==> config.mk <==
export PLATFORM = sky130hd
export DESIGN_NAME = gcnt_timer
export DESIGN_NICKNAME = d
export VERILOG_FILES = /design/src/rtl/gcnt_pkg.sv /design/src/rtl/gcnt_counter.sv /design/src/rtl/gcnt_regs.sv /design/src/rtl/gcnt_match.sv /design/src/rtl/gcnt_timer.sv
export SDC_FILE = /design/constraint.sdc
export NUM_CORES = 1
export LEC_CHECK = 0
export BUFFER_PORTS_ARGS = -buffer_cell sky130_fd_sc_hd__buf_4
export CAP_MARGIN = 20
export CORE_MARGIN = 8
export CORE_UTILIZATION = 41
export DETAILED_ROUTE_END_ITERATION = 6
export HOLD_SLACK_MARGIN = 0.02
export SLEW_MARGIN = 15
export SYNTH_ARGS = -nofsm -noshare
export SYNTH_HDL_FRONTEND = slang
export SYNTH_SLANG_ARGS = --single-unit
==> constraint.sdc <==
create_clock -name clk -period 2.8 [get_ports clk]
set_input_delay 0.14 -clock clk [delete_from_list [all_inputs] [get_ports clk]]
set_output_delay 0.14 -clock clk [all_outputs]
set_load 0.01 [all_outputs]
==> src/rtl/gcnt_pkg.sv <==
package gcnt_pkg;
  localparam int GC_WORD_W   = 64;
  localparam int GC_HALF_W   = GC_WORD_W / 2;
  localparam int GC_ADDR_W   = 8;
  localparam int GC_PIN_W    = 6;

  localparam logic [GC_ADDR_W-1:0] OFS_CFG    = 8'h00;
  localparam logic [GC_ADDR_W-1:0] OFS_CNT_LO = 8'h10;
  localparam logic [GC_ADDR_W-1:0] OFS_CNT_HI = 8'h14;
  localparam logic [GC_ADDR_W-1:0] OFS_CMP_LO = 8'h20;
  localparam logic [GC_ADDR_W-1:0] OFS_CMP_HI = 8'h24;
  localparam logic [GC_ADDR_W-1:0] OFS_ROUTE  = 8'h30;

  localparam int CFG_HOLD_BIT  = 28;
  localparam int CFG_WCODE_LSB = 24;
  localparam int ROUTE_EN_BIT  = 31;

  typedef struct packed {
    logic                 lo_we;
    logic                 hi_we;
    logic [GC_HALF_W-1:0] lo_d;
    logic [GC_HALF_W-1:0] hi_d;
  } half_wr_t;

  function automatic logic [GC_WORD_W-1:0] merge_halves(
      input logic [GC_WORD_W-1:0] old_v, input half_wr_t w);
    logic [GC_WORD_W-1:0] r;
    r = old_v;
    if (w.lo_we) r[GC_HALF_W-1:0] = w.lo_d;
    if (w.hi_we) r[GC_WORD_W-1:GC_HALF_W] = w.hi_d;
    return r;
  endfunction

  function automatic half_wr_t decode_pair(
      input logic wr, input logic wide,
      input logic [GC_ADDR_W-1:0] addr, input logic [GC_ADDR_W-1:0] lo_ofs,
      input logic [GC_ADDR_W-1:0] hi_ofs, input logic [GC_WORD_W-1:0] wd);
    half_wr_t h;
    h.lo_we = wr && (addr == lo_ofs);
    h.hi_we = wr && ((addr == hi_ofs) || (wide && addr == lo_ofs));
    h.lo_d  = wd[GC_HALF_W-1:0];
    h.hi_d  = (wide && addr == lo_ofs) ? wd[GC_WORD_W-1:GC_HALF_W] : wd[GC_HALF_W-1:0];
    return h;
  endfunction
endpackage

==> src/rtl/gcnt_counter.sv <==
module gcnt_counter
  import gcnt_pkg::*;
#(
  parameter int WORD_W = GC_WORD_W
) (
  input  logic              clk,
  input  logic              rst,
  input  logic              tick,
  input  half_wr_t          wr,
  output logic [WORD_W-1:0] cnt_q
);
  localparam logic [WORD_W-1:0] ONE = WORD_W'(1);

  always_ff @(posedge clk) begin
    if (rst) begin
      cnt_q <= '0;
    end else if (wr.lo_we || wr.hi_we) begin
      cnt_q <= merge_halves(cnt_q, wr);
    end else if (tick) begin
      cnt_q <= cnt_q + ONE;
    end
  end
endmodule

==> src/rtl/gcnt_regs.sv <==
module gcnt_regs
  import gcnt_pkg::*;
#(
  parameter int WORD_W = GC_WORD_W,
  parameter int ADDR_W = GC_ADDR_W,
  parameter int PIN_W  = GC_PIN_W
) (
  input  logic              clk,
  input  logic              rst,
  input  logic              bus_wr,
  input  logic              bus_rd,
  input  logic              bus_wide,
  input  logic [ADDR_W-1:0] bus_addr,
  input  logic [WORD_W-1:0] bus_wdata,
  input  logic [WORD_W-1:0] cnt_q,
  output logic [WORD_W-1:0] bus_rdata,
  output half_wr_t          cnt_wr,
  output logic [WORD_W-1:0] cmp_q,
  output logic              cmp_wr,
  output logic              hold_q,
  output logic              route_en_q,
  output logic [PIN_W-1:0]  route_pin_q
);
  localparam int HALF_W = WORD_W / 2;
  localparam logic [3:0] WCODE = 4'((WORD_W - 32) / 4);

  half_wr_t            cmp_hw;
  logic [HALF_W-1:0]   shadow_q;
  logic [WORD_W-1:0]   rd_next;
  logic [HALF_W-1:0]   cfg_word;
  logic [HALF_W-1:0]   route_word;

  always_comb begin
    cnt_wr = decode_pair(bus_wr, bus_wide, bus_addr, OFS_CNT_LO, OFS_CNT_HI, bus_wdata);
    cmp_hw = decode_pair(bus_wr, bus_wide, bus_addr, OFS_CMP_LO, OFS_CMP_HI, bus_wdata);
    cmp_wr = cmp_hw.lo_we || cmp_hw.hi_we;
  end

  always_ff @(posedge clk) begin
    if (rst) begin
      cmp_q       <= '1;
      hold_q      <= 1'b0;
      route_en_q  <= 1'b0;
      route_pin_q <= '0;
    end else begin
      if (cmp_wr) cmp_q <= merge_halves(cmp_q, cmp_hw);
      if (bus_wr && bus_addr == OFS_CFG) hold_q <= bus_wdata[CFG_HOLD_BIT];
      if (bus_wr && bus_addr == OFS_ROUTE) begin
        route_en_q  <= bus_wdata[ROUTE_EN_BIT];
        route_pin_q <= bus_wdata[PIN_W-1:0];
      end
    end
  end

  always_ff @(posedge clk) begin
    if (rst) begin
      shadow_q <= '0;
    end else if (bus_rd && !bus_wide && bus_addr == OFS_CNT_LO) begin
      shadow_q <= cnt_q[WORD_W-1:HALF_W];
    end
  end

  always_comb begin
    cfg_word = '0;
    cfg_word[CFG_HOLD_BIT] = hold_q;
    cfg_word[CFG_WCODE_LSB +: 4] = WCODE;
    route_word = '0;
    route_word[ROUTE_EN_BIT] = route_en_q;
    route_word[PIN_W-1:0] = route_pin_q;
    unique case (bus_addr)
      OFS_CFG:    rd_next = {{HALF_W{1'b0}}, cfg_word};
      OFS_CNT_LO: rd_next = bus_wide ? cnt_q : {{HALF_W{1'b0}}, cnt_q[HALF_W-1:0]};
      OFS_CNT_HI: rd_next = {{HALF_W{1'b0}}, shadow_q};
      OFS_CMP_LO: rd_next = bus_wide ? cmp_q : {{HALF_W{1'b0}}, cmp_q[HALF_W-1:0]};
      OFS_CMP_HI: rd_next = {{HALF_W{1'b0}}, cmp_q[WORD_W-1:HALF_W]};
      OFS_ROUTE:  rd_next = {{HALF_W{1'b0}}, route_word};
      default:    rd_next = '0;
    endcase
  end

  always_ff @(posedge clk) begin
    if (rst) begin
      bus_rdata <= '0;
    end else if (bus_rd) begin
      bus_rdata <= rd_next;
    end
  end
endmodule

==> src/rtl/gcnt_match.sv <==
module gcnt_match
  import gcnt_pkg::*;
#(
  parameter int WORD_W   = GC_WORD_W,
  parameter int PIN_W    = GC_PIN_W,
  parameter int NUM_PINS = 8
) (
  input  logic                clk,
  input  logic                rst,
  input  logic [WORD_W-1:0]   cnt_q,
  input  logic [WORD_W-1:0]   cmp_q,
  input  logic                cmp_wr,
  input  logic                route_en,
  input  logic [PIN_W-1:0]    route_pin,
  output logic                pend_q,
  output logic [NUM_PINS-1:0] irq_q
);
  always_ff @(posedge clk) begin
    if (rst) begin
      pend_q <= 1'b0;
    end else if (cmp_wr) begin
      pend_q <= 1'b0;
    end else if (cnt_q == cmp_q) begin
      pend_q <= 1'b1;
    end
  end

  for (genvar p = 0; p < NUM_PINS; p++) begin : g_pin
    always_ff @(posedge clk) begin
      if (rst) begin
        irq_q[p] <= 1'b0;
      end else begin
        irq_q[p] <= pend_q && route_en && (route_pin == PIN_W'(p));
      end
    end
  end
endmodule

==> src/rtl/gcnt_timer.sv <==
module gcnt_timer
  import gcnt_pkg::*;
#(
  parameter int WORD_W   = GC_WORD_W,
  parameter int ADDR_W   = GC_ADDR_W,
  parameter int NUM_PINS = 8
) (
  input  logic                clk,
  input  logic                rst,
  input  logic                cnt_en,
  input  logic                bus_wr,
  input  logic                bus_rd,
  input  logic                bus_wide,
  input  logic [ADDR_W-1:0]   bus_addr,
  input  logic [WORD_W-1:0]   bus_wdata,
  output logic [WORD_W-1:0]   bus_rdata,
  output logic [WORD_W-1:0]   cnt_value,
  output logic [NUM_PINS-1:0] irq_out
);
  localparam int PIN_W = GC_PIN_W;

  half_wr_t            cnt_wr;
  logic [WORD_W-1:0]   cmp_q;
  logic                cmp_wr;
  logic                hold;
  logic                route_en;
  logic [PIN_W-1:0]    route_pin;
  logic                pend;

  gcnt_regs #(.WORD_W(WORD_W), .ADDR_W(ADDR_W), .PIN_W(PIN_W)) u_regs (
    .clk(clk), .rst(rst), .bus_wr(bus_wr), .bus_rd(bus_rd), .bus_wide(bus_wide),
    .bus_addr(bus_addr), .bus_wdata(bus_wdata), .cnt_q(cnt_value),
    .bus_rdata(bus_rdata), .cnt_wr(cnt_wr), .cmp_q(cmp_q), .cmp_wr(cmp_wr),
    .hold_q(hold), .route_en_q(route_en), .route_pin_q(route_pin)
  );

  gcnt_counter #(.WORD_W(WORD_W)) u_cnt (
    .clk(clk), .rst(rst), .tick(cnt_en && !hold), .wr(cnt_wr), .cnt_q(cnt_value)
  );

  gcnt_match #(.WORD_W(WORD_W), .PIN_W(PIN_W), .NUM_PINS(NUM_PINS)) u_match (
    .clk(clk), .rst(rst), .cnt_q(cnt_value), .cmp_q(cmp_q), .cmp_wr(cmp_wr),
    .route_en(route_en), .route_pin(route_pin), .pend_q(pend), .irq_q(irq_out)
  );
endmodule

==> impl_metrics.env, run 1 <==
export IMPL_leakagePower_nw=6.574
export IMPL_io_pins=214
export IMPL_multi_input_area_um2=7355
export IMPL_htree_levels=1
export IMPL_grt_overflow=0
export IMPL_final_max_slew_viol_count=0
export IMPL_finalCritPeriodShare=0.8930
export IMPL_antenna_cells=0
export IMPL_tightest_slew_ps=781.0
export IMPL_endpoint_kind="register"
export IMPL_core_um2=31230
export IMPL_final_min_clock_period_ps=2500
export IMPL_grtUsageTotal=0.3328
export IMPL_fillers=3041
export IMPL_antenna_found_initial=0
export IMPL_syn_avg_cell_area_um2=7.252
export IMPL_dieArea_um2=37290
export IMPL_ir_worst_vdd_mv=0.4345
export IMPL_final_area_um2=16870
export IMPL_crit_arrival_ps=2990
export IMPL_final_common_cell="buf_4"
export IMPL_vias=14910
export IMPL_cts_tree="yes"
export IMPL_cts_sinks=241
export IMPL_async_flop_share=0
export IMPL_worstSetupStartpoint="u_cnt.cnt_q[4]$_SDFFE_PP0P_"
export IMPL_io_buffers=213
export IMPL_critPathRequiredTime_ps=3280
export IMPL_start_kind="register"
export IMPL_crit_fanout=13
export IMPL_max_freq_mhz=399.9
export IMPL_ys_warnings_count=0
export IMPL_first_pass_iters=6
export IMPL_clkLatencyLatePin_ps=560
export IMPL_final_util=0.5402
export IMPL_syn_inst=1773
export IMPL_wl_met3_um=5518
export IMPL_synth_top_family_by_area="simple AND/OR/NAND/NOR gates"
export IMPL_syn_num_nets=1852
export IMPL_placed_area_um2=15220
export IMPL_first_iter_violations=1679
export IMPL_drive_gt1_frac=0.1949
export IMPL_fin_skew_ps=21.28
export IMPL_routed_wl_um=63530
export IMPL_clockBufferDepth=3
export IMPL_synthXorXnorAreaFrac=0.04359
export IMPL_route_top_layer_used="met4"
export IMPL_whs_path_depth=3
export IMPL_drc=0
export IMPL_synthDistinctLibCells=65
export IMPL_setup_viol=0
export IMPL_maxCapViolCount=0
export IMPL_grt_pass1_vias=14170
export IMPL_wl_met2_um=28410
export IMPL_relSlewSlack=0.4793
export IMPL_hold_path_class="in2reg"
export IMPL_setup_tns_ps=0
export IMPL_gp_congestion=0.9724
export IMPL_vias_per_cell=6.115
export IMPL_status="completed"
export IMPL_wl_per_cell_um=26.05
export IMPL_synth_adder_area_share=0.0009730
export IMPL_root_buffer="clkbuf_16"
export IMPL_nNetsFinal=2094
export IMPL_synth_area_um2=12860
export IMPL_die_w_um=193.1
export IMPL_cts_buffers=29
export IMPL_grt_setup_unrepaired="false"
export IMPL_ys_ff_latch=241
export IMPL_die_h_um=193.1
export IMPL_r2r_cells=7
export IMPL_synth_compound_area_frac=0.2361
export IMPL_rows=65
export IMPL_met1_length_um=26300
export IMPL_grt_max_degree=79
export IMPL_ys_flop_type="dfxtp_1"
export IMPL_synth_mux_area_fraction=0.01129
export IMPL_synthToLayoutAreaGrowth_pct=31.21
export IMPL_reg2reg_from="u_cnt.cnt_q[4]$_SDFFE_PP0P_"
export IMPL_clkSlewWorstSetupHoldPaths_ps=60
export IMPL_critPathKind="reg2reg"
export IMPL_dp_hpwl_um=45470
export IMPL_antenna_left=0
export IMPL_worstHoldStart="bus_wdata[35]"
export IMPL_ys_seq_area_frac=0.3752
export IMPL_grt_pass1_wl_um=93270
export IMPL_synth_edf_count=0
export IMPL_synthSimpleGateAreaFrac=0.2779
export IMPL_hold_violations=0
export IMPL_start_util=0.4117
export IMPL_register_area_um2=4825
export IMPL_final_cell_mix="buf_4, nand2_1, dfxtp_1"
export IMPL_powerDensity_nw_per_um2=475.5
==> synthesized netlist by cell type (3+ instances only) <==
library cell  count  area share
nand2_1         313       0.091
dfxtp_1         241        0.38
a21oi_1         213       0.083
nor2_1          213       0.062
clkbuf_1        151       0.044
a22oi_1          90       0.053
nand3_1          76       0.030
xor2_1           64       0.044
o21ai_0          60       0.023
nand4_1          37       0.018
nor4_1           33       0.016
o311ai_0         33       0.022
nor3_1           27       0.011
and3_1           24       0.012
a31oi_1          17      0.0083
buf_1            14      0.0041
and2_1           13      0.0063
o211ai_1         12      0.0070
buf_2            10      0.0039
mux2i_1          10      0.0078
a221oi_1          8      0.0054
and4_1            8      0.0054
or3_1             8      0.0039
or4_1             8      0.0047
o31ai_1           7      0.0041
a211oi_1          6      0.0035
a32o_1            6      0.0047
o21a_1            6      0.0035
nand2b_1          5      0.0024
inv_1             4      0.0012
mux2_2            4      0.0035
a32oi_1           3      0.0020
buf_4             3      0.0018
nor2b_1           3      0.0015
nor4b_1           3      0.0020
o41ai_1           3      0.0020
==> metal layers <==
layer | up-vias | track usage
met3 | 160 | 0.05468
met1 | 7137 | 0.4377
met2 | 821 | 0.5299
li1 | 6796 | -
met5 | - | 0
met4 | 0 | 0.1527
==> final cells by class <==
| type | instances | area share |
|---|---|---|
| multi-input combinational | 1350 | 0.4359 |
| timing repair buffer | 389 | 0.1878 |
| clock buffer | 41 | 0.04865 |
| sequential | 241 | 0.2860 |
| inverter | 4 | 0.0008899 |
| tap | 402 | 0.02981 |
| clock inverter | 12 | 0.01098 |
==> timing repair <==
| item | CTS | global route |
|---|---|---|
| hold buffers | 64 | 0 |
| buffers inserted | 0 | 0 |
| hold endpoints to repair | 102 | 0 |
| setup endpoints to repair | 0 | 0 |
| resized for setup | 0 | 0 |
==> state kept, by name (all words and copies together) (netlist names) <==
register,count
u_regs.bus_rdata,64
u_regs.shadow_q,32
u_regs.cmp_q,64
u_match.pend_q,1
u_cnt.cnt_q,64
u_regs.hold_q,1
u_regs.route_en_q,1
u_regs.route_pin_q,6
u_match.irq_q,8
==> report_power, final <==
part / switching (W) / internal (W)
clock network: 0.00156 / 0.00249
logic: 0.000324 / 0.000204
registers: 0.0000101 / 0.00344
total: 0.00190 / 0.00613
==> final timing paths <==
check                                                    endpoint  slack [ps]
worst max register to register       u_cnt.cnt_q[51]$_SDFFE_PP0P_         300
worst max-delay path                 u_cnt.cnt_q[51]$_SDFFE_PP0P_         300
worst min-delay path                u_regs.cmp_q[35]$_SDFFE_PP1P_          50
worst min register to register  u_regs.bus_rdata[28]$_SDFFE_PP0P_         450
==> critical path: stages, from the launching register on <==
cell and delay (ps):
dfxtp_1 510, nand4_1 310, nor4_2 460, nor4b_4 290, buf_4 280, nand2_1 100, o32a_1 330, a21oi_1 140
==> through the flow <==
step | instances | total power [W] | hold WS [ps] | setup slack [ps]
2_1_floorplan | 1773 | 0.003689 | 264.2 | 324.4
3_3_place_gp | 2322 | 0.003963 | 392.0 | 442.0
3_5_place_dp | 2322 | 0.003964 | 397.9 | 376.3
4_1_cts | 2439 | 0.008040 | 24.99 | 345.4
5_1_grt | 2439 | 0.008200 | 47.06 | 141.6
6_report | 2439 | 0.008022 | 45.91 | 299.6
==> cell families (layout without fill, tap and decap cells) <==
group,Yosys count,count (layout)
AND/OR/NAND/NOR,786,786
XOR/XNOR,64,64
adder cells (fa/ha/maj),1,1
AO/OA/AOI/OAI,485,485
buffers and inverters,182,446
flip-flops,241,241
multiplexers,14,14
Power figures use the tool's default switching activity.
==> inputs of run 2 (changes only) <==
- ABC_AREA: default -> 1
==> run 2 against run 1 <==
Effect of this change:
- the flow now finishes with violations (design-rule violations)
- count of clock-buffer cells in the layout fell by 4
- global-route usage fell by 1.8 points
- synthesized area rose by 6.5%
- total power rose by 10%
- synthesized cell count rose by 22%
- design area rose by 4.6%
- sequential cell count did not move
- sequential share of layout area fell by 1.2 points
- clock skew fell by 7.7 ps
- first-iteration DRC count rose by 16%
- clock power rose by 3%
- critical path type unchanged
- largest cell class unchanged
- largest power group unchanged
- highest routed layer unchanged
==> impl_metrics.env, run 2 <==
export IMPL_status="finished with violations"
export IMPL_violations="design-rule violations"
export IMPL_clockBufferDepth=3
export IMPL_path_cells="ha_1, nand2_1, nor2_2, nand2_1, nor2_1, nand3_1, o21ai_0, nand3_1, a21oi_1"
export IMPL_reg2reg_from="u_cnt.cnt_q[1]$_SDFFE_PP0P_"
export IMPL_io_buffers=213
export IMPL_fin_skew_ps=13.60
export IMPL_drive_gt1_frac=0.1517
export IMPL_synth_area_um2=13690
export IMPL_ys_warnings_count=0
export IMPL_setup_tns_ps=0
export IMPL_r2r_cells=9
export IMPL_clockPowerShare=0.472
export IMPL_syn_inst=2157
export IMPL_path_buf_inv=0
export IMPL_syn_avg_cell_area_um2=6.347
export IMPL_switching_share=0.2656
export IMPL_final_max_slew_viol_count=0
export IMPL_worstHoldStart="bus_wdata[50]"
export IMPL_antenna_left=0
export IMPL_synthToLayoutAreaGrowth_pct=28.86
export IMPL_ir_worst_vdd_mv=0.4957
export IMPL_worst_slack_ps=325.5
export IMPL_relSlewSlack=0.3849
export IMPL_async_flop_share=0
export IMPL_nNetsFinal=2497
export IMPL_reg2reg_to="u_cnt.cnt_q[60]$_SDFFE_PP0P_"
export IMPL_synthTopCellsByArea="dfxtp_1, nand2_1, o21ai_0"
export IMPL_root_buffer="clkbuf_16"
export IMPL_endpoint_kind="register"
export IMPL_grt_pass1_wl_um=94230
export IMPL_first_pass_iters=7
export IMPL_maxCapViolCount=0
export IMPL_synth_edf_count=0
export IMPL_pwr_share_seq=0.413
export IMPL_antenna_cells=0
export IMPL_synth_commonest_cells="nand2_1, dfxtp_1, nor2_1"
export IMPL_start_util=0.4124
export IMPL_reg_top3="u_cnt.cnt_q x64, u_regs.bus_rdata x64, u_regs.cmp_q x64"
export IMPL_tightest_slew_ps=919.1
export IMPL_die_h_um=198.7
export IMPL_powerDensity_nw_per_um2=502.1
export IMPL_first_iter_violations=1943
export IMPL_worstSetupStartpoint="u_cnt.cnt_q[1]$_SDFFE_PP0P_"
export IMPL_grt_max_degree=66
export IMPL_clkSlewWorstSetupHoldPaths_ps=60
export IMPL_ctsResizeCount=0
export IMPL_final_min_clock_period_ps=2475
export IMPL_grt_setup_unrepaired="false"
export IMPL_vias_per_cell=5.500
export IMPL_pwr_share_comb=0.115
export IMPL_ys_flop_type="dfxtp_1"
export IMPL_final_cell_mix="nand2_1, buf_4, dfxtp_1"
export IMPL_rows=67
export IMPL_hold_violations=0
export IMPL_intPower_w=0.006506
export IMPL_antenna_found_initial=1
export IMPL_crit_fanout=6
export IMPL_ys_ff_latch=241
export IMPL_critPathRequiredTime_ps=3280
export IMPL_routed_wl_um=64020
export IMPL_wl_per_cell_um=22.18
export IMPL_syn_num_nets=2236
export IMPL_drc=6
export IMPL_setup_viol=0
export IMPL_dieArea_um2=39500
export IMPL_final_common_cell="nand2_1"
export IMPL_crit_slowest_cell="dfxtp_1"
export IMPL_synth_most_common_cell="nand2_1"
export IMPL_ys_seq_area_frac=0.3524
export IMPL_core_um2=33200
export IMPL_crit_arrival_ps=2960
export IMPL_io_pins=214
export IMPL_hold_path_class="in2reg"
export IMPL_crit_family="simple AND/OR/NAND/NOR gates"
export IMPL_dp_hpwl_um=47190
export IMPL_htree_levels=1
export IMPL_synthDistinctLibCells=37
export IMPL_gp_congestion=1.014
export IMPL_cts_tree="yes"
export IMPL_cts_sinks=241
export IMPL_crit_path_max_incr_delay_ps=570
export IMPL_whs_endpoint="u_cnt.cnt_q[50]$_SDFFE_PP0P_"
export IMPL_grtUsageTotal=0.3149
export IMPL_vias=15880
export IMPL_cts_buffers=29
export IMPL_finalCritPeriodShare=0.8838
export IMPL_r2r_slack_ps=330
export IMPL_die_w_um=198.7
export IMPL_critPathKind="reg2reg"
export IMPL_synth_area_leader_cell="dfxtp_1"
export IMPL_fin_total_pwr_w=0.008858
export IMPL_leakagePower_nw=7.475
export IMPL_post_place_ws_ps=434.3
export IMPL_whs_path_depth=7
export IMPL_grt_overflow=0
export IMPL_synth_top_cell_area_share=0.3524
export IMPL_grt_pass1_vias=14630
export IMPL_post_cts_buffers=0
export IMPL_power_net_switching_w=0.002353
export IMPL_clkLatencyLatePin_ps=560
export IMPL_start_kind="register"
export IMPL_max_freq_mhz=404.1
-- run 2: cell count changes after synthesis, sizes merged, moves of 34 or more --
cell	change
nand2	+432
inv	+143
o21ai	+127
a22oi	-90
clkbuf	-86
a21oi	-82
xnor2	+60
o211ai	+44
nand3	+40
nor4	-34
-- run 2: area by class of cell --
cell class	instances	area (um^2)
clock buffer	37	815.8
clock inverter	15	232.7
tap	448	560.5
inverter	150	565.5
fill	3435	15550
timing repair buffer	344	2843
multi-input combinational	1652	7800
sequential	241	4825
-- run 2: routing by layer --
metal / global-route usage / wire length [um]
met2: 0.4630 / 26850
met1: 0.4428 / 27330
met3: 0.08628 / 7998
met4: 0.09333 / 1846
met5: 0 / 0
-- run 2: through the flow --
stage / util / cell area, um^2 / cells / hold WS [ps]
floorplan: - / 13690 / 2157 / 266.3
global placement: 0.4775 / 15850 / 2761 / 388.4
detailed placement: 0.4775 / 15850 / 2761 / 388.0
CTS: 0.5314 / 17640 / 2887 / 30.85
global route: 0.5314 / 17640 / 2887 / 95.32
finish: 0.5314 / 17640 / 2887 / 55.99
-- run 2: cells by family after synthesis --
kind of cell,share of synthesized area
AO/OA/AOI/OAI,0.1567
XOR/XNOR,0.05822
adder cells (fa/ha/maj),0.0009138
buffers and inverters,0.07896
flip-flops,0.3524
AND/OR/NAND/NOR,0.3528
-- run 2: power by group through the flow --
| stage | clock, W | sequential, W | combinational, W |
|---|---|---|---|
| 2_1_floorplan | 0 | 0.00370 | 0.000419 |
| 3_3_place_gp | 0 | 0.00372 | 0.000925 |
| 3_5_place_dp | 0 | 0.00372 | 0.000923 |
| 4_1_cts | 0.00422 | 0.00365 | 0.000998 |
| 5_1_grt | 0.00435 | 0.00366 | 0.00109 |
| 6_report | 0.00418 | 0.00366 | 0.00102 |
-- run 2: what timing repair did --
item,CTS,global route
endpoints found under the setup margin,0,0
endpoints found under the hold margin,105,0
hold buffers,74,0
-- run 2: worst max path at each step --
stage / depth (start not counted) / to / slack [ps]
2_1_floorplan: 12 / u_cnt.cnt_q[56]$_SDFFE_PP0P_ / 970
3_3_place_gp: 9 / u_cnt.cnt_q[60]$_SDFFE_PP0P_ / 450
3_5_place_dp: 12 / u_cnt.cnt_q[38]$_SDFFE_PP0P_ / 430
4_1_cts: 12 / u_cnt.cnt_q[38]$_SDFFE_PP0P_ / 420
5_1_grt: 12 / u_cnt.cnt_q[54]$_SDFFE_PP0P_ / 150
6_report: 9 / u_cnt.cnt_q[60]$_SDFFE_PP0P_ / 330
-- run 2: worst register-to-register path, delay by kind of cell (launching register included) --
family / cells / cell delay (ps)
adders and majority gates: 1 / 270
DFF: 1 / 570
AOI/OAI and AO/OA: 2 / 370
and+or+nand+nor: 6 / 1180
